<file path="config.mk">
export PLATFORM = sky130hd
export DESIGN_NAME = mbist_repair
export DESIGN_NICKNAME = d
export VERILOG_FILES = /design/src/rtl/mbist_pkg.sv /design/src/rtl/mbist_seq.sv /design/src/rtl/mbist_rowlog.sv /design/src/rtl/mbist_remap.sv /design/src/rtl/mbist_repair.sv
export SDC_FILE = /design/constraint.sdc
export NUM_CORES = 1
export LEC_CHECK = 0
export BUFFER_PORTS_ARGS = -buffer_cell sky130_fd_sc_hd__buf_2
export CORE_ASPECT_RATIO = 2
export CORE_UTILIZATION = 45
export DETAILED_ROUTE_END_ITERATION = 12
export GPL_TIMING_DRIVEN = 0
export HOLD_SLACK_MARGIN = 0.08
export PLACE_DENSITY_LB_ADDON = 0.08
export SETUP_SLACK_MARGIN = 0.3
export SYNTH_ARGS = -nofsm -noshare
export SYNTH_HDL_FRONTEND = slang
export SYNTH_SLANG_ARGS = --single-unit
export TNS_END_PERCENT = 20
</file>
<file path="constraint.sdc">
create_clock -name clk -period 2.1 [get_ports clk]
set_input_delay 0.42 -clock clk [delete_from_list [all_inputs] [get_ports clk]]
set_output_delay 0.42 -clock clk [all_outputs]
set_load 0.02 [all_outputs]
</file>
<file path="src/rtl/mbist_pkg.sv">
package mbist_pkg;

    typedef enum logic [1:0] {
        ST_IDLE,
        ST_RUN,
        ST_DRAIN,
        ST_DONE
    } mb_state_e;

    localparam logic [2:0] LAST_ELEM = 3'd5;

    typedef struct packed {
        logic is_wr;
        logic val;
    } mb_op_t;

    // elements 3 and 4 walk the address space downward
    function automatic logic elem_down(input logic [2:0] e);
        return (e == 3'd3) || (e == 3'd4);
    endfunction

    // elements 1..4 carry a read followed by a write
    function automatic logic elem_two(input logic [2:0] e);
        return (e >= 3'd1) && (e <= 3'd4);
    endfunction

    function automatic mb_op_t elem_op(input logic [2:0] e, input logic opi);
        mb_op_t o;
        case (e)
            3'd0:        o = '{is_wr: 1'b1, val: 1'b0};
            3'd1, 3'd3:  o = opi ? '{is_wr: 1'b1, val: 1'b1} : '{is_wr: 1'b0, val: 1'b0};
            3'd2, 3'd4:  o = opi ? '{is_wr: 1'b1, val: 1'b0} : '{is_wr: 1'b0, val: 1'b1};
            default:     o = '{is_wr: 1'b0, val: 1'b0};
        endcase
        return o;
    endfunction

endpackage

</file>
<file path="src/rtl/mbist_seq.sv">
module mbist_seq
    import mbist_pkg::*;
#(
    parameter int DEPTH = 16,
    parameter int AW    = $clog2(DEPTH)
) (
    input  logic          clk,
    input  logic          rst,
    input  logic          start,
    output logic          busy,
    output logic          done,
    output logic          clr,
    output logic [AW-1:0] seq_addr,
    output logic          seq_we,
    output logic          seq_val,
    output logic          cmp_vld,
    output logic [AW-1:0] cmp_addr,
    output logic          cmp_val
);

    mb_state_e     state;
    logic [2:0]    elem;
    logic [AW-1:0] addr;
    logic          opi;
    mb_op_t        op;
    logic          last_op;
    logic          last_addr;
    logic [2:0]    nxt_elem;

    always_comb begin
        op        = elem_op(elem, opi);
        last_op   = elem_two(elem) ? opi : 1'b1;
        last_addr = elem_down(elem) ? (addr == '0) : (addr == AW'(DEPTH - 1));
        nxt_elem  = elem + 3'd1;
        seq_we    = (state == ST_RUN) && op.is_wr;
        seq_val   = op.val;
        seq_addr  = addr;
        busy      = (state == ST_RUN) || (state == ST_DRAIN);
        done      = (state == ST_DONE);
        clr       = ((state == ST_IDLE) || (state == ST_DONE)) && start;
    end

    always_ff @(posedge clk) begin
        if (rst) begin
            state    <= ST_IDLE;
            elem     <= '0;
            addr     <= '0;
            opi      <= 1'b0;
            cmp_vld  <= 1'b0;
            cmp_addr <= '0;
            cmp_val  <= 1'b0;
        end else begin
            cmp_vld  <= (state == ST_RUN) && !op.is_wr;
            cmp_addr <= addr;
            cmp_val  <= op.val;
            case (state)
                ST_IDLE, ST_DONE: begin
                    if (start) begin
                        state <= ST_RUN;
                        elem  <= '0;
                        addr  <= '0;
                        opi   <= 1'b0;
                    end
                end
                ST_RUN: begin
                    if (!last_op) begin
                        opi <= 1'b1;
                    end else begin
                        opi <= 1'b0;
                        if (!last_addr) begin
                            addr <= elem_down(elem) ? addr - 1'b1 : addr + 1'b1;
                        end else if (elem == LAST_ELEM) begin
                            state <= ST_DRAIN;
                        end else begin
                            elem <= nxt_elem;
                            addr <= elem_down(nxt_elem) ? AW'(DEPTH - 1) : '0;
                        end
                    end
                end
                default: state <= ST_DONE;
            endcase
        end
    end

    // march elements are visited strictly in sequence
    assert_elem_order_R3: assert property (@(posedge clk) disable iff (rst)
        (state == ST_RUN && $past(state) == ST_RUN && elem != $past(elem))
            |-> elem == 3'($past(elem) + 3'd1))
        else $error("march element skipped");

endmodule

</file>
<file path="src/rtl/mbist_rowlog.sv">
module mbist_rowlog #(
    parameter int W      = 8,
    parameter int AW     = 4,
    parameter int NSPARE = 2,
    localparam int CW    = $clog2(NSPARE + 1)
) (
    input  logic                 clk,
    input  logic                 rst,
    input  logic                 clr,
    input  logic                 cmp_vld,
    input  logic [AW-1:0]        cmp_addr,
    input  logic                 cmp_val,
    input  logic [W-1:0]         rdata,
    output logic                 fail,
    output logic                 ovf,
    output logic [NSPARE-1:0]    ent_vld,
    output logic [NSPARE*AW-1:0] ent_row
);

    logic [AW-1:0] row_q [NSPARE];
    logic [CW-1:0] cnt;
    logic          mism;
    logic          hit;

    always_comb begin
        mism = cmp_vld && (rdata != {W{cmp_val}});
        hit  = 1'b0;
        for (int k = 0; k < NSPARE; k++)
            if (ent_vld[k] && row_q[k] == cmp_addr) hit = 1'b1;
    end

    always_ff @(posedge clk) begin
        if (rst || clr) begin
            fail    <= 1'b0;
            ovf     <= 1'b0;
            cnt     <= '0;
            ent_vld <= '0;
            for (int k = 0; k < NSPARE; k++) row_q[k] <= '0;
        end else if (mism) begin
            fail <= 1'b1;
            if (!hit) begin
                if (cnt < CW'(NSPARE)) begin
                    for (int k = 0; k < NSPARE; k++) begin
                        if (CW'(k) == cnt) begin
                            ent_vld[k] <= 1'b1;
                            row_q[k]   <= cmp_addr;
                        end
                    end
                    cnt <= cnt + 1'b1;
                end else begin
                    ovf <= 1'b1;
                end
            end
        end
    end

    for (genvar k = 0; k < NSPARE; k++) begin : g_flat
        assign ent_row[k*AW +: AW] = row_q[k];
    end

    always_ff @(posedge clk) begin
        if (!rst) begin
            for (int i = 0; i < NSPARE; i++)
                for (int j = i + 1; j < NSPARE; j++)
                    assert_no_dup_R5: assert (!(ent_vld[i] && ent_vld[j] && row_q[i] == row_q[j]))
                        else $error("row logged twice");
        end
    end

    assert_cnt_bound_R6: assert property (@(posedge clk) disable iff (rst)
        cnt <= CW'(NSPARE))
        else $error("spare count overran");

    assert_ovf_sticky_R7: assert property (@(posedge clk) disable iff (rst)
        (ovf && !clr) |=> ovf)
        else $error("overflow lost");

endmodule

</file>
<file path="src/rtl/mbist_remap.sv">
module mbist_remap #(
    parameter int DEPTH  = 16,
    parameter int NSPARE = 2,
    parameter int AW     = 4,
    parameter int PAW    = 5
) (
    input  logic                 en,
    input  logic [AW-1:0]        fa,
    input  logic [NSPARE-1:0]    ent_vld,
    input  logic [NSPARE*AW-1:0] ent_row,
    output logic [PAW-1:0]       pa
);

    always_comb begin
        pa = PAW'(fa);
        for (int k = 0; k < NSPARE; k++)
            if (en && ent_vld[k] && ent_row[k*AW +: AW] == fa)
                pa = PAW'(DEPTH + k);
    end

endmodule

</file>
<file path="src/rtl/mbist_repair.sv">
module mbist_repair #(
    parameter int NMEM   = 2,
    parameter int DEPTH  = 16,
    parameter int W      = 8,
    parameter int NSPARE = 2,
    localparam int AW    = $clog2(DEPTH),
    localparam int PAW   = $clog2(DEPTH + NSPARE)
) (
    input  logic                      clk,
    input  logic                      rst,
    input  logic                      start,
    input  logic [NMEM*AW-1:0]        func_addr,
    input  logic [NMEM*W-1:0]         func_wdata,
    input  logic [NMEM-1:0]           func_we,
    output logic [NMEM*PAW-1:0]       ram_addr,
    output logic [NMEM*W-1:0]         ram_wdata,
    output logic [NMEM-1:0]           ram_we,
    input  logic [NMEM*W-1:0]         ram_rdata,
    output logic                      test_mode,
    output logic                      done,
    output logic [NMEM-1:0]           mem_fail,
    output logic [NMEM-1:0]           mem_repairable,
    output logic [NMEM*NSPARE-1:0]    rep_valid,
    output logic [NMEM*NSPARE*AW-1:0] rep_row
);

    logic          busy;
    logic          clr;
    logic [AW-1:0] seq_addr;
    logic          seq_we;
    logic          seq_val;
    logic          cmp_vld;
    logic [AW-1:0] cmp_addr;
    logic          cmp_val;

    mbist_seq #(.DEPTH(DEPTH), .AW(AW)) u_seq (
        .clk(clk), .rst(rst), .start(start),
        .busy(busy), .done(done), .clr(clr),
        .seq_addr(seq_addr), .seq_we(seq_we), .seq_val(seq_val),
        .cmp_vld(cmp_vld), .cmp_addr(cmp_addr), .cmp_val(cmp_val)
    );

    assign test_mode = busy;

    for (genvar m = 0; m < NMEM; m++) begin : g_mem
        logic                 fail;
        logic                 ovf;
        logic [PAW-1:0]       fpa;

        mbist_rowlog #(.W(W), .AW(AW), .NSPARE(NSPARE)) u_log (
            .clk(clk), .rst(rst), .clr(clr),
            .cmp_vld(cmp_vld), .cmp_addr(cmp_addr), .cmp_val(cmp_val),
            .rdata(ram_rdata[m*W +: W]),
            .fail(fail), .ovf(ovf),
            .ent_vld(rep_valid[m*NSPARE +: NSPARE]),
            .ent_row(rep_row[m*NSPARE*AW +: NSPARE*AW])
        );

        mbist_remap #(.DEPTH(DEPTH), .NSPARE(NSPARE), .AW(AW), .PAW(PAW)) u_map (
            .en(done && !ovf),
            .fa(func_addr[m*AW +: AW]),
            .ent_vld(rep_valid[m*NSPARE +: NSPARE]),
            .ent_row(rep_row[m*NSPARE*AW +: NSPARE*AW]),
            .pa(fpa)
        );

        assign ram_addr[m*PAW +: PAW] = busy ? PAW'(seq_addr) : fpa;
        assign ram_wdata[m*W +: W]    = busy ? {W{seq_val}} : func_wdata[m*W +: W];
        assign ram_we[m]              = busy ? seq_we : func_we[m];
        assign mem_fail[m]            = done && fail;
        assign mem_repairable[m]      = done && !ovf;

        assert_test_addr_R2: assert property (@(posedge clk) disable iff (rst)
            test_mode |-> ram_addr[m*PAW +: PAW] < PAW'(DEPTH))
            else $error("test touched a spare row");
    end

    assert_done_idle_R1: assert property (@(posedge clk) disable iff (rst)
        done |-> !test_mode)
        else $error("done while testing");

endmodule

</file>
==> report_table.html, run 1 <==
<table>
<tr><th>Metric</th><th>Value</th></tr>
<tr><th colspan="2">Global routing</th></tr>
<tr><td>Global-route wire length before repair</td><td>12.6 mm</td></tr>
<tr><td>Remaining global-route overflow</td><td>0</td></tr>
<tr><td>Number of antenna violations at the first check in global routing</td><td>0</td></tr>
<tr><td>Total Routing Usage GR</td><td>24.8%</td></tr>
<tr><td>Number of global-route vias before repair</td><td>2656</td></tr>
<tr><td>Largest net degree at the start of global routing</td><td>15</td></tr>
<tr><th colspan="2">Pwr</th></tr>
<tr><td>Pwr/cell area</td><td>1190 mW/mm²</td></tr>
<tr><td>Part of the power in the clock network</td><td>14.5%</td></tr>
<tr><td>Cell-internal power</td><td>2.99 mW</td></tr>
<tr><td>Net Sw Power</td><td>2.29 mW</td></tr>
<tr><td>Switching power share of the total</td><td>43.4%</td></tr>
<tr><td>Leakage</td><td>1.98 nW</td></tr>
<tr><td>Worst IR drop on VDD</td><td>1140 µV</td></tr>
<tr><td>Sequential power share</td><td>21.7%</td></tr>
<tr><td>Part of the power in combinational logic</td><td>63.9%</td></tr>
<tr><th colspan="2">Synthesis</th></tr>
<tr><td>Flops &amp; latches, synth</td><td>44</td></tr>
<tr><td>Net count of the mapped netlist</td><td>385</td></tr>
<tr><td>Proportion of synthesized chip area in sequential cells</td><td>35.8%</td></tr>
<tr><td>Synth area leaders</td><td>dfxtp_1 (19%), edfxtp_1 (17%), xor2_1 (7.5%)</td></tr>
<tr><td>Post-synthesis cell area</td><td>0.00291 mm²</td></tr>
<tr><td>Ys Warns</td><td>0</td></tr>
<tr><td>Area fraction of the dominant cell type after synthesis</td><td>19.3%</td></tr>
<tr><td>Count of flip-flops with a built-in enable after synthesis</td><td>16</td></tr>
<tr><td>Count of distinct cell types in the synthesized netlist</td><td>47</td></tr>
<tr><td>Count of mapped cells out of synthesis</td><td>324</td></tr>
<tr><td>Flip-flop cell with the highest count after synthesis</td><td>dfxtp_1</td></tr>
<tr><td>Yosys top cell by area</td><td>dfxtp_1</td></tr>
<tr><td>Post-synthesis async set-or-reset flop share</td><td>0%</td></tr>
<tr><td>Mean area per synthesized cell</td><td>8.97 µm²</td></tr>
<tr><th colspan="2">Place</th></tr>
<tr><td>Input/output buffers</td><td>98</td></tr>
<tr><td>Placed wire-length estimate</td><td>6.39 mm</td></tr>
<tr><td>Routability cong.</td><td>0.838</td></tr>
<tr><th colspan="2">Critical path</th></tr>
<tr><td>Arrival time worst endpoint</td><td>1.80 ns</td></tr>
<tr><td>Required arrival time at the worst endpoint</td><td>1.68 ns</td></tr>
<tr><td>Endpoint class of the critical path</td><td>primary output</td></tr>
<tr><td>Crit start category</td><td>flop</td></tr>
<tr><td>Maximum net fanout on the critical path</td><td>6</td></tr>
<tr><td>Kind of critical path</td><td>flop to primary output</td></tr>
<tr><th colspan="2">Clocking</th></tr>
<tr><td>Number of buffers created by CTS</td><td>5</td></tr>
<tr><td>Hold buffer count at cts</td><td>0</td></tr>
<tr><td>Max Buffers Root-to-Sink</td><td>2</td></tr>
<tr><td>TritonCTS Sinks</td><td>44</td></tr>
<tr><td>CTS tree</td><td>done</td></tr>
<tr><td>Clock transition at the register clock pins on the worst setup and hold paths after CTS</td><td>0.06 ns</td></tr>
<tr><td>Source-to-sink clock delay at the later pin of the worst-skew pair</td><td>0.29 ns</td></tr>
<tr><td>Root buffer cell</td><td>clkbuf_16</td></tr>
<tr><td>Number of H-tree levels</td><td>2</td></tr>
<tr><th colspan="2">Flow run</th></tr>
<tr><td>Max Cap Viol</td><td>0</td></tr>
<tr><th colspan="2">Detailed routing</th></tr>
<tr><td>Wire length per cell after detailed routing</td><td>15.7 µm</td></tr>
<tr><td>Iter 0 DRT Violations</td><td>99</td></tr>
<tr><td>Total number of vias</td><td>2755</td></tr>
<tr><td>DRC violation count after routing</td><td>0</td></tr>
<tr><td>Number of nets with antenna violations after detailed routing</td><td>0</td></tr>
<tr><td>Post-detailed-route via-to-cell ratio</td><td>5.18</td></tr>
<tr><td>Number of search-and-repair iterations in the first detailed-routing pass</td><td>4</td></tr>
<tr><td>Aggregate routed wire length</td><td>8.36 mm</td></tr>
<tr><th colspan="2">Floorplan</th></tr>
<tr><td>Floorplan die width</td><td>58.8 µm</td></tr>
<tr><td>Die footprint</td><td>0.00680 mm²</td></tr>
<tr><td>Initial standard-cell utilization of the core</td><td>46.4%</td></tr>
<tr><td>Top Ports</td><td>99</td></tr>
<tr><td>Core Region</td><td>0.00626 mm²</td></tr>
<tr><td>Standard-cell rows</td><td>41</td></tr>
<tr><td>Die H</td><td>116 µm</td></tr>
<tr><th colspan="2">Layout</th></tr>
<tr><td>Fraction of final layout cells sized beyond drive strength 1</td><td>47.3%</td></tr>
<tr><td>Util after Layout</td><td>71.1%</td></tr>
<tr><td>Most frequent cells in the layout</td><td>buf_2 (77), inv_1 (32), nand2_1 (25), dfxtp_1 (22), buf_6 (21)</td></tr>
<tr><td>Syn-to-layout area delta</td><td>53.2%</td></tr>
<tr><td>Ant diodes</td><td>0</td></tr>
<tr><td>Fill cell count</td><td>514</td></tr>
<tr><td>Leading cell type in the layout, fill and taps excluded</td><td>buf_2</td></tr>
<tr><td>Count of nets after finishing</td><td>506</td></tr>
<tr><th colspan="2">Timing</th></tr>
<tr><td>Slew of the pin with the lowest slew margin</td><td>0.529 ns</td></tr>
<tr><td>Clock Skews</td><td>0.00503 ns</td></tr>
<tr><td>Unrepaired setup endpoints after global routing</td><td>true</td></tr>
<tr><td>Aggregate negative setup slack</td><td>-2.34 ns</td></tr>
<tr><td>Relative slew margins</td><td>64.6%</td></tr>
<tr><td>Achievable clock frequency</td><td>451 MHz</td></tr>
<tr><td>Final number of setup-violating endpoints</td><td>28</td></tr>
<tr><td>Max-slew violation count</td><td>0</td></tr>
<tr><td>Setup slack of the critical path after layout</td><td>-0.116 ns</td></tr>
<tr><td>Portion of the clock cycle consumed by the worst path in the final layout</td><td>106%</td></tr>
<tr><td>Min Clock Period, post-route</td><td>2.22 ns</td></tr>
<tr><td>Final hold violation count</td><td>0</td></tr>
<tr><th colspan="2">Status</th></tr>
<tr><td>Failing checks</td><td>setup timing</td></tr>
<tr><td>Run status</td><td>finished with violations</td></tr>
<tr><th colspan="2">Min path</th></tr>
<tr><td>Path type of the worst min-delay path</td><td>primary input to flop</td></tr>
</table>
[Yosys cell counts (2+ instances only)]
| cell type | number |
|---|---|
| and3_1 | 4 |
| and2_1 | 7 |
| buf_4 | 2 |
| ha_1 | 15 |
| nor4_1 | 8 |
| edfxtp_1 | 16 |
| a31oi_1 | 2 |
| clkbuf_1 | 9 |
| dfxtp_1 | 28 |
| a2111oi_4 | 2 |
| o21ai_0 | 5 |
| a211oi_1 | 3 |
| o2111a_1 | 8 |
| xor2_1 | 25 |
| inv_1 | 34 |
| nor2b_1 | 6 |
| nor3_1 | 8 |
| o31ai_1 | 3 |
| nor2_1 | 15 |
| a21oi_1 | 26 |
| xnor2_1 | 9 |
| nand2_1 | 27 |
| a22o_1 | 6 |
| mux2i_1 | 7 |
| nand4_1 | 10 |
| buf_1 | 2 |
| a21o_1 | 10 |
| a31o_2 | 2 |
| nand3_1 | 7 |
[worst max-delay path, stage by stage (launching register included)]
cell and delay (ns):
dfxtp_4 0.39, inv_4 0.05, ha_4 0.17, and3b_1 0.17, a21oi_2 0.11, o21ai_2 0.08
nor2_4 0.18, clkbuf_16 0.18, a21oi_2 0.04, buf_6 0.13
[flip-flops by register name, summed over array words and instances (netlist names)]
name and cells:
u_seq.cmp_vld 1, g_mem.u_log.cnt 4, u_seq.elem 3, u_seq.state 2, u_seq.cmp_addr 4, u_seq.seq_addr 4
g_mem.u_log.ent_vld 4, g_mem.u_log.ovf 2, u_seq.cmp_val 1, g_mem.u_log.row_q 16, u_seq.opi 1, g_mem.u_log.fail 2
[layout make-up]
| type | count | area (µm²) | share of cell area, % |
|---|---|---|---|
| plain buffers | 14 | 139 | 3.12 |
| clock inverters | 3 | 18.8 | 0.422 |
| flip-flops and latches | 44 | 1050 | 23.7 |
| clock buffers | 5 | 125 | 2.81 |
| multi-input cells | 232 | 2120 | 47.7 |
| repair buffers | 114 | 752 | 16.9 |
| well taps | 86 | 108 | 2.42 |
| inverters | 34 | 133 | 2.98 |
[kinds of logic after synthesis]
group                      Yosys count  share of synthesized area [%]
muxes                                9                           3.32
AOI/OAI and AO/OA                   73                           19.0
buffers and inverters               48                           6.50
DFF                                 44                           35.8
xor gates and xnor gates            34                           10.2
adders and majority gates           16                           7.15
and+or+nand+nor                    100                           17.9
[power by group through the flow]
stage | clock [mW] | combinational [mW] | sequential [mW]
2_1_floorplan | 0 | 1.77 | 1.22
3_5_place_dp | 0 | 2.55 | 1.15
5_1_grt | 0.810 | 3.59 | 1.16
6_report | 0.765 | 3.37 | 1.14
4_1_cts | 0.773 | 3.03 | 1.13
3_3_place_gp | 0 | 2.52 | 1.15
[per-layer routing]
| metal | global-route usage [%] | part of all wire (%) | up-vias |
|---|---|---|---|
| li1 | - | - | 1382 |
| met1 | 25.2 | 35 | 1279 |
| met2 | 46.9 | 59 | 76 |
| met3 | 3.68 | 3.5 | 18 |
| met4 | 12.5 | 2.9 | 0 |
| met5 | 0 | 0 | - |
[repair_timing]
| action | 4_1_cts | 5_1_grt |
|---|---|---|
| gates cloned | 1 | 0 |
| resized for setup | 63 | 53 |
| endpoints found under the setup margin | 83 | 80 |
| setup buffers | 14 | 1 |
| pin swaps | 28 | 22 |
[path summary, 6_finish.rpt]
| check | start | to | slack (ns) | depth (start not counted) |
|---|---|---|---|---|
| min | rst | u_seq.elem[0]$_SDFFE_PP0P_ | 0.42 | 2 |
| max | u_seq.elem[1]$_SDFFE_PP0P_ | ram_wdata[5] | -0.12 | 9 |
| max reg2reg | u_seq.elem[1]$_SDFFE_PP0P_ | u_seq.elem[1]$_SDFFE_PP0P_ | 0 | 7 |
| min reg2reg | g_mem[0].u_log.fail$_SDFFE_PP0P_ | g_mem[0].u_log.fail$_SDFFE_PP0P_ | 0.45 | 2 |
[through the flow]
stage               hold slack [ns]  power, mW  area (µm²)  setup WS (ns)  std cells
floorplan                     0.421       2.99        3090          0.162        324
global placement              0.428       3.67        3690         -0.376        508
detailed placement            0.437       3.70        3690         -0.396        508
CTS                           0.411       4.94        4220         -0.118        531
global route                  0.430       5.56        4450         -0.208        532
finish                        0.416       5.28        4450         -0.116        532
Note: power is estimated with default switching activity, not from simulation.
==> inputs of run 2 (changes only) <==
Settings changed: MAX_ROUTING_LAYER set to met4.
==> run 2 against run 1 <==
The flow still finishes with violations (setup timing). Fmax decreased by 0.31%. Die area unchanged. Hold slack got worse by 0.0099 ns. Wire length increased by 0.12%. Clock-buffer cell count unchanged. Non-clock buffer count unchanged. Power increased by 0.16%. Critical endpoint unchanged.
==> report_table.html, run 2 (same netlist as run 1, synthesis figures left out) <==
<table>
<tr><th>Metric</th><th>Value</th></tr>
<tr><th colspan="2">Min path</th></tr>
<tr><td>Hold_sp</td><td>rst (unchanged)</td></tr>
<tr><td>Path type of the worst min-delay path</td><td>primary input to flop (unchanged)</td></tr>
<tr><td>Worst-case hold path end point</td><td>u_seq.elem[0]$_SDFFE_PP0P_ (unchanged)</td></tr>
<tr><td>Instance count along the most critical hold path</td><td>2 (unchanged)</td></tr>
<tr><th colspan="2">Detailed routing</th></tr>
<tr><td>Wire length per cell after detailed routing</td><td>15.7 µm (about the same)</td></tr>
<tr><td>Aggregate routed wire length</td><td>8.37 mm (was 8.36 mm)</td></tr>
<tr><td>Number of search-and-repair iterations in the first detailed-routing pass</td><td>4 (unchanged)</td></tr>
<tr><td>DRC violation count after routing</td><td>0 (unchanged)</td></tr>
<tr><td>Number of nets with antenna violations after detailed routing</td><td>0 (unchanged)</td></tr>
<tr><td>Post-detailed-route via-to-cell ratio</td><td>5.16 (was 5.18)</td></tr>
<tr><td>Iter 0 DRT Violations</td><td>90 (was 99)</td></tr>
<tr><td>Total number of vias</td><td>2743 (was 2755)</td></tr>
<tr><th colspan="2">Global routing</th></tr>
<tr><td>Global-route wire length before repair</td><td>12.6 mm (about the same)</td></tr>
<tr><td>Largest net degree at the start of global routing</td><td>15 (unchanged)</td></tr>
<tr><td>Total Routing Usage GR</td><td>25.6% (was 24.8%)</td></tr>
<tr><td>Number of global-route vias before repair</td><td>2656 (unchanged)</td></tr>
<tr><td>Remaining global-route overflow</td><td>0 (unchanged)</td></tr>
<tr><td>Number of antenna violations at the first check in global routing</td><td>0 (unchanged)</td></tr>
<tr><th colspan="2">Timing</th></tr>
<tr><td>Portion of the clock cycle consumed by the worst path in the final layout</td><td>106% (about the same)</td></tr>
<tr><td>Unrepaired setup endpoints after global routing</td><td>true (unchanged)</td></tr>
<tr><td>Relative slew margins</td><td>63.5% (was 64.6%)</td></tr>
<tr><td>Min Clock Period, post-route</td><td>2.22 ns (about the same)</td></tr>
<tr><td>Achievable clock frequency</td><td>450 MHz (was 451 MHz)</td></tr>
<tr><td>Slew of the pin with the lowest slew margin</td><td>0.545 ns (was 0.529 ns)</td></tr>
<tr><td>Final number of setup-violating endpoints</td><td>30 (was 28)</td></tr>
<tr><td>Clock Skews</td><td>0.00601 ns (was 0.00503 ns)</td></tr>
<tr><td>Aggregate negative setup slack</td><td>-2.50 ns (was -2.34 ns)</td></tr>
<tr><td>Max-slew violation count</td><td>0 (unchanged)</td></tr>
<tr><td>Final hold violation count</td><td>0 (unchanged)</td></tr>
<tr><td>Setup slack of the critical path after layout</td><td>-0.122 ns (was -0.116 ns)</td></tr>
<tr><th colspan="2">Clocking</th></tr>
<tr><td>Max Buffers Root-to-Sink</td><td>2 (unchanged)</td></tr>
<tr><td>Clock transition at the register clock pins on the worst setup and hold paths after CTS</td><td>0.06 ns (about the same)</td></tr>
<tr><td>Hold buffer count at cts</td><td>0 (unchanged)</td></tr>
<tr><td>TritonCTS Sinks</td><td>44 (unchanged)</td></tr>
<tr><td>Root buffer cell</td><td>clkbuf_16 (unchanged)</td></tr>
<tr><td>Number of H-tree levels</td><td>2 (unchanged)</td></tr>
<tr><td>Source-to-sink clock delay at the later pin of the worst-skew pair</td><td>0.29 ns (about the same)</td></tr>
<tr><td>Number of buffers created by CTS</td><td>5 (unchanged)</td></tr>
<tr><td>CTS tree</td><td>done (unchanged)</td></tr>
<tr><th colspan="2">Critical path</th></tr>
<tr><td>Worst setup path startpoint</td><td>u_seq.elem[2]$_SDFFE_PP0P_ (was u_seq.elem[1]$_SDFFE_PP0P_)</td></tr>
<tr><td>Required arrival time at the worst endpoint</td><td>1.68 ns (about the same)</td></tr>
<tr><td>Arrival time worst endpoint</td><td>1.80 ns (about the same)</td></tr>
<tr><td>Maximum net fanout on the critical path</td><td>8 (was 6)</td></tr>
<tr><td>Worst r2r src</td><td>u_seq.elem[1]$_SDFFE_PP0P_ (unchanged)</td></tr>
<tr><td>Flop-to-flop setup slack</td><td>-0.03 ns (was 0 ns)</td></tr>
<tr><td>R2r endpoint</td><td>u_seq.elem[0]$_SDFFE_PP0P_ (was u_seq.elem[1]$_SDFFE_PP0P_)</td></tr>
<tr><td>FF-to-FF path depth</td><td>7 (unchanged)</td></tr>
<tr><td>Endpoint class of the critical path</td><td>primary output (unchanged)</td></tr>
<tr><td>Kind of critical path</td><td>flop to primary output (unchanged)</td></tr>
<tr><td>Crit start category</td><td>flop (unchanged)</td></tr>
<tr><th colspan="2">Place</th></tr>
<tr><td>Post-place instance area</td><td>0.00369 mm² (unchanged)</td></tr>
<tr><td>Routability cong.</td><td>0.851 (was 0.838)</td></tr>
<tr><td>Placed wire-length estimate</td><td>6.39 mm (unchanged)</td></tr>
<tr><td>Input/output buffers</td><td>98 (unchanged)</td></tr>
<tr><td>Setup slack after placement</td><td>-0.396 ns (unchanged)</td></tr>
<tr><th colspan="2">Pwr</th></tr>
<tr><td>Switching power share of the total</td><td>43.5% (was 43.4%)</td></tr>
<tr><td>Part of the power in the clock network</td><td>14.5% (about the same)</td></tr>
<tr><td>Leakage</td><td>1.98 nW (unchanged)</td></tr>
<tr><td>Part of the power in combinational logic</td><td>63.8% (was 63.9%)</td></tr>
<tr><td>Worst IR drop on VDD</td><td>1140 µV (about the same)</td></tr>
<tr><td>Pwr/cell area</td><td>1190 mW/mm² (about the same)</td></tr>
<tr><td>Cell-internal power</td><td>2.99 mW (about the same)</td></tr>
<tr><td>Sequential power share</td><td>21.6% (was 21.7%)</td></tr>
<tr><td>Net Sw Power</td><td>2.30 mW (was 2.29 mW)</td></tr>
<tr><th colspan="2">Layout</th></tr>
<tr><td>Syn-to-layout area delta</td><td>53.2% (unchanged)</td></tr>
<tr><td>Largest Register</td><td>g_mem.u_log.row_q (unchanged)</td></tr>
<tr><td>Count of nets after finishing</td><td>506 (unchanged)</td></tr>
<tr><td>Ant diodes</td><td>0 (unchanged)</td></tr>
<tr><td>Fraction of final layout cells sized beyond drive strength 1</td><td>47.3% (unchanged)</td></tr>
<tr><td>Max FFs per register</td><td>16 (unchanged)</td></tr>
<tr><td>Leading cell type in the layout, fill and taps excluded</td><td>buf_2 (unchanged)</td></tr>
<tr><td>Final non-filler cell area</td><td>0.00445 mm² (unchanged)</td></tr>
<tr><td>Most frequent cells in the layout</td><td>buf_2 (77), inv_1 (32), nand2_1 (25), dfxtp_1 (22), buf_6 (21) (unchanged)</td></tr>
<tr><th colspan="2">Floorplan</th></tr>
<tr><td>Die H</td><td>116 µm (unchanged)</td></tr>
<tr><td>Initial standard-cell utilization of the core</td><td>46.4% (unchanged)</td></tr>
<tr><td>Die footprint</td><td>0.00680 mm² (unchanged)</td></tr>
<tr><td>Core Region</td><td>0.00626 mm² (unchanged)</td></tr>
<tr><td>Floorplan die width</td><td>58.8 µm (unchanged)</td></tr>
<tr><td>Top Ports</td><td>99 (unchanged)</td></tr>
<tr><td>Standard-cell rows</td><td>41 (unchanged)</td></tr>
<tr><th colspan="2">Status</th></tr>
<tr><td>Failing checks</td><td>setup timing (unchanged)</td></tr>
<tr><td>Run status</td><td>finished with violations (unchanged)</td></tr>
<tr><th colspan="2">Flow run</th></tr>
<tr><td>Max Cap Viol</td><td>0 (unchanged)</td></tr>
</table>
[run 2: cell counts in the layout (fill, tap and decap cells not counted)]
Identical to the previous run, type by type.
[run 2: how the worst max path moves through the flow]
stage / slack, ns / endpoint / depth (start not counted)
floorplan: 0.16 / u_seq.seq_addr[3]$_SDFFE_PP0P_ / 9
global placement: -0.38 / g_mem[1].u_log.row_q[0][4]$_DFFE_PP_ / 6
detailed placement: -0.40 / g_mem[1].u_log.row_q[0][4]$_DFFE_PP_ / 6
CTS: -0.12 / ram_wdata[9] / 9
global route: -0.21 / ram_addr[1] / 6
finish: -0.12 / ram_wdata[5] / 8
[run 2: repair_timing]
action | in CTS | in global routing
pin swaps | 28 | 22
setup endpoints to repair | 83 | 80
gates cloned | 1 | 0
buffers inserted | 14 | 1
gates resized for setup | 63 | 53
[run 2: power by group through the flow]
stage | registers, mW | clock network (mW) | logic, mW
floorplan | 1.22 | 0 | 1.77
global placement | 1.15 | 0 | 2.52
detailed placement | 1.15 | 0 | 2.55
CTS | 1.13 | 0.773 | 3.03
global route | 1.16 | 0.812 | 3.59
finish | 1.15 | 0.768 | 3.38
[run 2: metrics by stage]
stage / utilization, % / total power [mW] / hold slack, ns / std cells
2_1_floorplan: - / 2.99 / 0.421 / 324
3_3_place_gp: 58.9 / 3.67 / 0.428 / 508
3_5_place_dp: 58.9 / 3.70 / 0.437 / 508
4_1_cts: 67.4 / 4.94 / 0.411 / 531
5_1_grt: 71.1 / 5.56 / 0.430 / 532
6_report: 71.1 / 5.29 / 0.406 / 532
[run 2: cell type report]
cell class	instances	area, µm²
Clock buffer	5	125
Buffer	14	139
Timing Repair Buffer	114	752
Multi-Input combinational cell	232	2120
Fill cell	514	1810
Inverter	34	133
Sequential cell	44	1050
Clock inverter	3	18.8
Tap cell	86	108
[run 2: critical path, cell delays in order (launching register included)]
cell and delay, ns:
dfxtp_2 0.41, inv_1 0.12, ha_2 0.22, a21oi_2 0.14, o21ai_2 0.08, nor2_4 0.18
clkbuf_16 0.18, a21oi_2 0.04, buf_6 0.13
[run 2: layer usage]
| layer | vias to the layer above | track usage, % | wire length [µm] |
|---|---|---|---|
| met5 | - | - | 0 |
| met4 | 0 | 12.5 | 161 |
| met3 | 14 | 3.35 | 245 |
| met2 | 64 | 46.9 | 4930 |
| met1 | 1284 | 25.6 | 3030 |
| li1 | 1381 | - | - |
==> inputs of run 3 (changes only) <==
Clock period 2.1 ns to 2.4 ns, I/O delays scaled along.
==> run 3 against run 2 <==
Register-to-register slack gained 0.26 ns. The flow now finishes without violations. Worst setup slack better by 0.23 ns. Largest power group unchanged. Critical endpoint is now ram_wdata[12]. Clock power rose by 15%. Critical path type unchanged.
==> report_table.html, run 3 (same netlist as run 1, synthesis figures left out) <==
<table>
<tr><th>Metric</th><th>Value</th></tr>
<tr><th colspan="2">Status</th></tr>
<tr><td>Run status</td><td>completed (was finished with violations)</td></tr>
<tr><th colspan="2">Detailed routing</th></tr>
<tr><td>Iter 0 DRT Violations</td><td>101 (was 90)</td></tr>
<tr><td>Wire length per cell after detailed routing</td><td>16.1 µm (was 15.7 µm)</td></tr>
<tr><td>Post-detailed-route via-to-cell ratio</td><td>5.26 (was 5.16)</td></tr>
<tr><td>Number of search-and-repair iterations in the first detailed-routing pass</td><td>4 (unchanged)</td></tr>
<tr><td>DRC violation count after routing</td><td>0 (unchanged)</td></tr>
<tr><td>Number of nets with antenna violations after detailed routing</td><td>0 (unchanged)</td></tr>
<tr><td>Aggregate routed wire length</td><td>8.63 mm (was 8.37 mm)</td></tr>
<tr><td>Total number of vias</td><td>2825 (was 2743)</td></tr>
<tr><th colspan="2">Global routing</th></tr>
<tr><td>Largest net degree at the start of global routing</td><td>15 (unchanged)</td></tr>
<tr><td>Remaining global-route overflow</td><td>0 (unchanged)</td></tr>
<tr><td>Total Routing Usage GR</td><td>26.0% (was 25.6%)</td></tr>
<tr><td>Number of antenna violations at the first check in global routing</td><td>0 (unchanged)</td></tr>
<tr><td>Global-route wire length before repair</td><td>12.6 mm (about the same)</td></tr>
<tr><td>Number of global-route vias before repair</td><td>2588 (was 2656)</td></tr>
<tr><th colspan="2">Pwr</th></tr>
<tr><td>Leakage</td><td>1.97 nW (was 1.98 nW)</td></tr>
<tr><td>Worst IR drop on VDD</td><td>1190 µV (was 1140 µV)</td></tr>
<tr><td>Pwr/cell area</td><td>1110 mW/mm² (was 1190 mW/mm²)</td></tr>
<tr><th colspan="2">Min path</th></tr>
<tr><td>Hold_sp</td><td>g_mem[1].u_log.fail$_SDFFE_PP0P_ (was rst)</td></tr>
<tr><td>Path type of the worst min-delay path</td><td>flop to flop (was primary input to flop)</td></tr>
<tr><td>Worst-case hold path end point</td><td>g_mem[1].u_log.fail$_SDFFE_PP0P_ (was u_seq.elem[0]$_SDFFE_PP0P_)</td></tr>
<tr><td>Instance count along the most critical hold path</td><td>2 (unchanged)</td></tr>
<tr><th colspan="2">Layout</th></tr>
<tr><td>Count of nets after finishing</td><td>511 (was 506)</td></tr>
<tr><td>Largest Register</td><td>g_mem.u_log.row_q (unchanged)</td></tr>
<tr><td>Max FFs per register</td><td>16 (unchanged)</td></tr>
<tr><td>Leading cell type in the layout, fill and taps excluded</td><td>buf_2 (unchanged)</td></tr>
<tr><td>Most frequent cells in the layout</td><td>buf_2 (81), inv_1 (32), nand2_1 (27), xor2_1 (25), buf_4 (25) (was buf_2 (77), inv_1 (32), nand2_1 (25), dfxtp_1 (22), buf_6 (21))</td></tr>
<tr><td>Util after Layout</td><td>67.9% (was 71.1%)</td></tr>
<tr><td>Final Non-Filler Cells</td><td>537 (was 532)</td></tr>
<tr><td>Ant diodes</td><td>0 (unchanged)</td></tr>
<tr><td>Fill cell count</td><td>545 (was 514)</td></tr>
<tr><td>Syn-to-layout area delta</td><td>46.3% (was 53.2%)</td></tr>
<tr><td>Fraction of final layout cells sized beyond drive strength 1</td><td>41.2% (was 47.3%)</td></tr>
<tr><th colspan="2">Place</th></tr>
<tr><td>Placed wire-length estimate</td><td>6.39 mm (about the same)</td></tr>
<tr><td>Input/output buffers</td><td>98 (unchanged)</td></tr>
<tr><td>Setup slack after placement</td><td>-0.266 ns (was -0.396 ns)</td></tr>
<tr><td>Placed cells</td><td>508 (unchanged)</td></tr>
<tr><td>Routability cong.</td><td>0.897 (was 0.851)</td></tr>
<tr><th colspan="2">Clocking</th></tr>
<tr><td>Clock transition at the register clock pins on the worst setup and hold paths after CTS</td><td>0.06 ns (about the same)</td></tr>
<tr><td>Hold buffer count at cts</td><td>0 (unchanged)</td></tr>
<tr><td>Root buffer cell</td><td>clkbuf_16 (unchanged)</td></tr>
<tr><td>Source-to-sink clock delay at the later pin of the worst-skew pair</td><td>0.29 ns (about the same)</td></tr>
<tr><td>Number of H-tree levels</td><td>2 (unchanged)</td></tr>
<tr><td>CTS tree</td><td>done (unchanged)</td></tr>
<tr><td>TritonCTS Sinks</td><td>44 (unchanged)</td></tr>
<tr><td>Max Buffers Root-to-Sink</td><td>2 (unchanged)</td></tr>
<tr><td>Number of buffers created by CTS</td><td>5 (unchanged)</td></tr>
<tr><th colspan="2">Critical path</th></tr>
<tr><td>Crit start category</td><td>flop (unchanged)</td></tr>
<tr><td>Worst r2r src</td><td>u_seq.elem[1]$_SDFFE_PP0P_ (unchanged)</td></tr>
<tr><td>Flop-to-flop setup slack</td><td>0.23 ns (was -0.03 ns)</td></tr>
<tr><td>Endpoint class of the critical path</td><td>primary output (unchanged)</td></tr>
<tr><td>Arrival time worst endpoint</td><td>1.81 ns (was 1.80 ns)</td></tr>
<tr><td>Maximum net fanout on the critical path</td><td>5 (was 8)</td></tr>
<tr><td>Largest incremental delay on the critical path</td><td>0.36 ns (was 0.41 ns)</td></tr>
<tr><td>Required arrival time at the worst endpoint</td><td>1.92 ns (was 1.68 ns)</td></tr>
<tr><td>FF-to-FF path depth</td><td>9 (was 7)</td></tr>
<tr><td>Kind of critical path</td><td>flop to primary output (unchanged)</td></tr>
<tr><td>R2r endpoint</td><td>u_seq.seq_addr[3]$_SDFFE_PP0P_ (was u_seq.elem[0]$_SDFFE_PP0P_)</td></tr>
<tr><td>Critical-path cell list</td><td>buf_4, ha_4, mux2i_1, o21ai_2, nor2_4, buf_8, a21oi_2, buf_2 (was inv_1, ha_2, a21oi_2, o21ai_2, nor2_4, clkbuf_16, a21oi_2, buf_6)</td></tr>
<tr><td>Cell at the slowest stage of the critical path</td><td>dfxtp_4 (was dfxtp_2)</td></tr>
<tr><th colspan="2">Timing</th></tr>
<tr><td>Slew of the pin with the lowest slew margin</td><td>0.717 ns (was 0.545 ns)</td></tr>
<tr><td>Final number of setup-violating endpoints</td><td>0 (was 30)</td></tr>
<tr><td>Clock Skews</td><td>0.00471 ns (was 0.00601 ns)</td></tr>
<tr><td>Setup slack of the critical path after layout</td><td>0.108 ns (was -0.122 ns)</td></tr>
<tr><td>Portion of the clock cycle consumed by the worst path in the final layout</td><td>95.5%</td></tr>
<tr><td>Min Clock Period, post-route</td><td>2.29 ns</td></tr>
<tr><td>Unrepaired setup endpoints after global routing</td><td>true (unchanged)</td></tr>
<tr><td>Max-slew violation count</td><td>0 (unchanged)</td></tr>
<tr><td>Relative slew margins</td><td>52.1% (was 63.5%)</td></tr>
<tr><td>Achievable clock frequency</td><td>436 MHz</td></tr>
<tr><td>Final hold violation count</td><td>0 (unchanged)</td></tr>
<tr><th colspan="2">Floorplan</th></tr>
<tr><td>Die H</td><td>116 µm (unchanged)</td></tr>
<tr><td>Core Region</td><td>0.00626 mm² (unchanged)</td></tr>
<tr><td>Initial standard-cell utilization of the core</td><td>46.4% (unchanged)</td></tr>
<tr><td>Die footprint</td><td>0.00680 mm² (unchanged)</td></tr>
<tr><td>Floorplan die width</td><td>58.8 µm (unchanged)</td></tr>
<tr><td>Standard-cell rows</td><td>41 (unchanged)</td></tr>
<tr><td>Top Ports</td><td>99 (unchanged)</td></tr>
<tr><th colspan="2">Flow run</th></tr>
<tr><td>Max Cap Viol</td><td>0 (unchanged)</td></tr>
</table>
[run 3: report_power, final]
group / internal [mW] / total (mW) / leakage [nW] / switching [mW]
combinational: 1.28 / 2.83 / 1.48 / 1.55
clock: 0.597 / 0.880 / 0.0911 / 0.284
sequential: 0.889 / 0.997 / 0.403 / 0.108
total: 2.76 / 4.71 / 1.97 / 1.94
[run 3: worst max-delay path: cells and delay by family, from the launching register on]
family	cells	cell delay, ns
DFF	1	0.36
AOI/OAI and AO/OA	2	0.14
adders and majority gates	1	0.17
buffers and inverters	3	0.46
muxes	1	0.22
and+or+nand+nor	1	0.17
[run 3: area by class of cell]
class                           count  area, µm²  area share (%)
Buffer                             14        121            2.86
Multi-Input combinational cell    232       1890            44.4
Timing Repair Buffer              119        754            17.8
Tap cell                           86        108            2.53
Inverter                           34        133            3.12
Sequential cell                    44       1060            24.9
Clock buffer                        6        129            3.03
Clock inverter                      2       60.1            1.41
[run 3: how the worst max path moves through the flow]
stage	from	slack (ns)	end
final	u_seq.elem[0]$_SDFFE_PP0P_	0.11	ram_wdata[12]
after global placement	u_seq.state[0]$_SDFFE_PP0P_	-0.26	ram_we[1]
after global routing	u_seq.elem[1]$_SDFFE_PP0P_	0.04	ram_wdata[7]
after detailed placement	u_seq.state[0]$_SDFFE_PP0P_	-0.27	ram_addr[5]
after floorplan	u_seq.elem[1]$_SDFFE_PP0P_	0.21	u_seq.seq_addr[3]$_SDFFE_PP0P_
after CTS	g_mem[0].u_log.row_q[0][5]$_DFFE_PP_	0.13	ram_addr[3]
[run 3: layer usage]
layer  global-route usage, %  routed length (µm)  vias up
met2                    49.5                5200       56
li1                        -                   -     1406
met3                    2.57                 184       12
met1                    26.0                3080     1351
met5                       -                   0        -
met4                    9.84                 170        0
[run 3: metrics by stage]
| step | setup TNS, ns | instance area [µm²] | total power [mW] | hold slack (ns) |
|---|---|---|---|---|
| floorplan | 0 | 2950 | 2.40 | 0.421 |
| global placement | -5.32 | 3550 | 3.02 | 0.428 |
| detailed placement | -6.43 | 3550 | 3.04 | 0.432 |
| CTS | 0 | 4130 | 4.42 | 0.441 |
| global route | 0 | 4250 | 4.92 | 0.459 |
| finish | 0 | 4250 | 4.71 | 0.441 |
[run 3: timing repair]
action,in CTS,in global routing
pin swaps,10,10
setup buffers,19,1
resized for setup,65,31
cloned,1,0
setup endpoints to repair,71,71
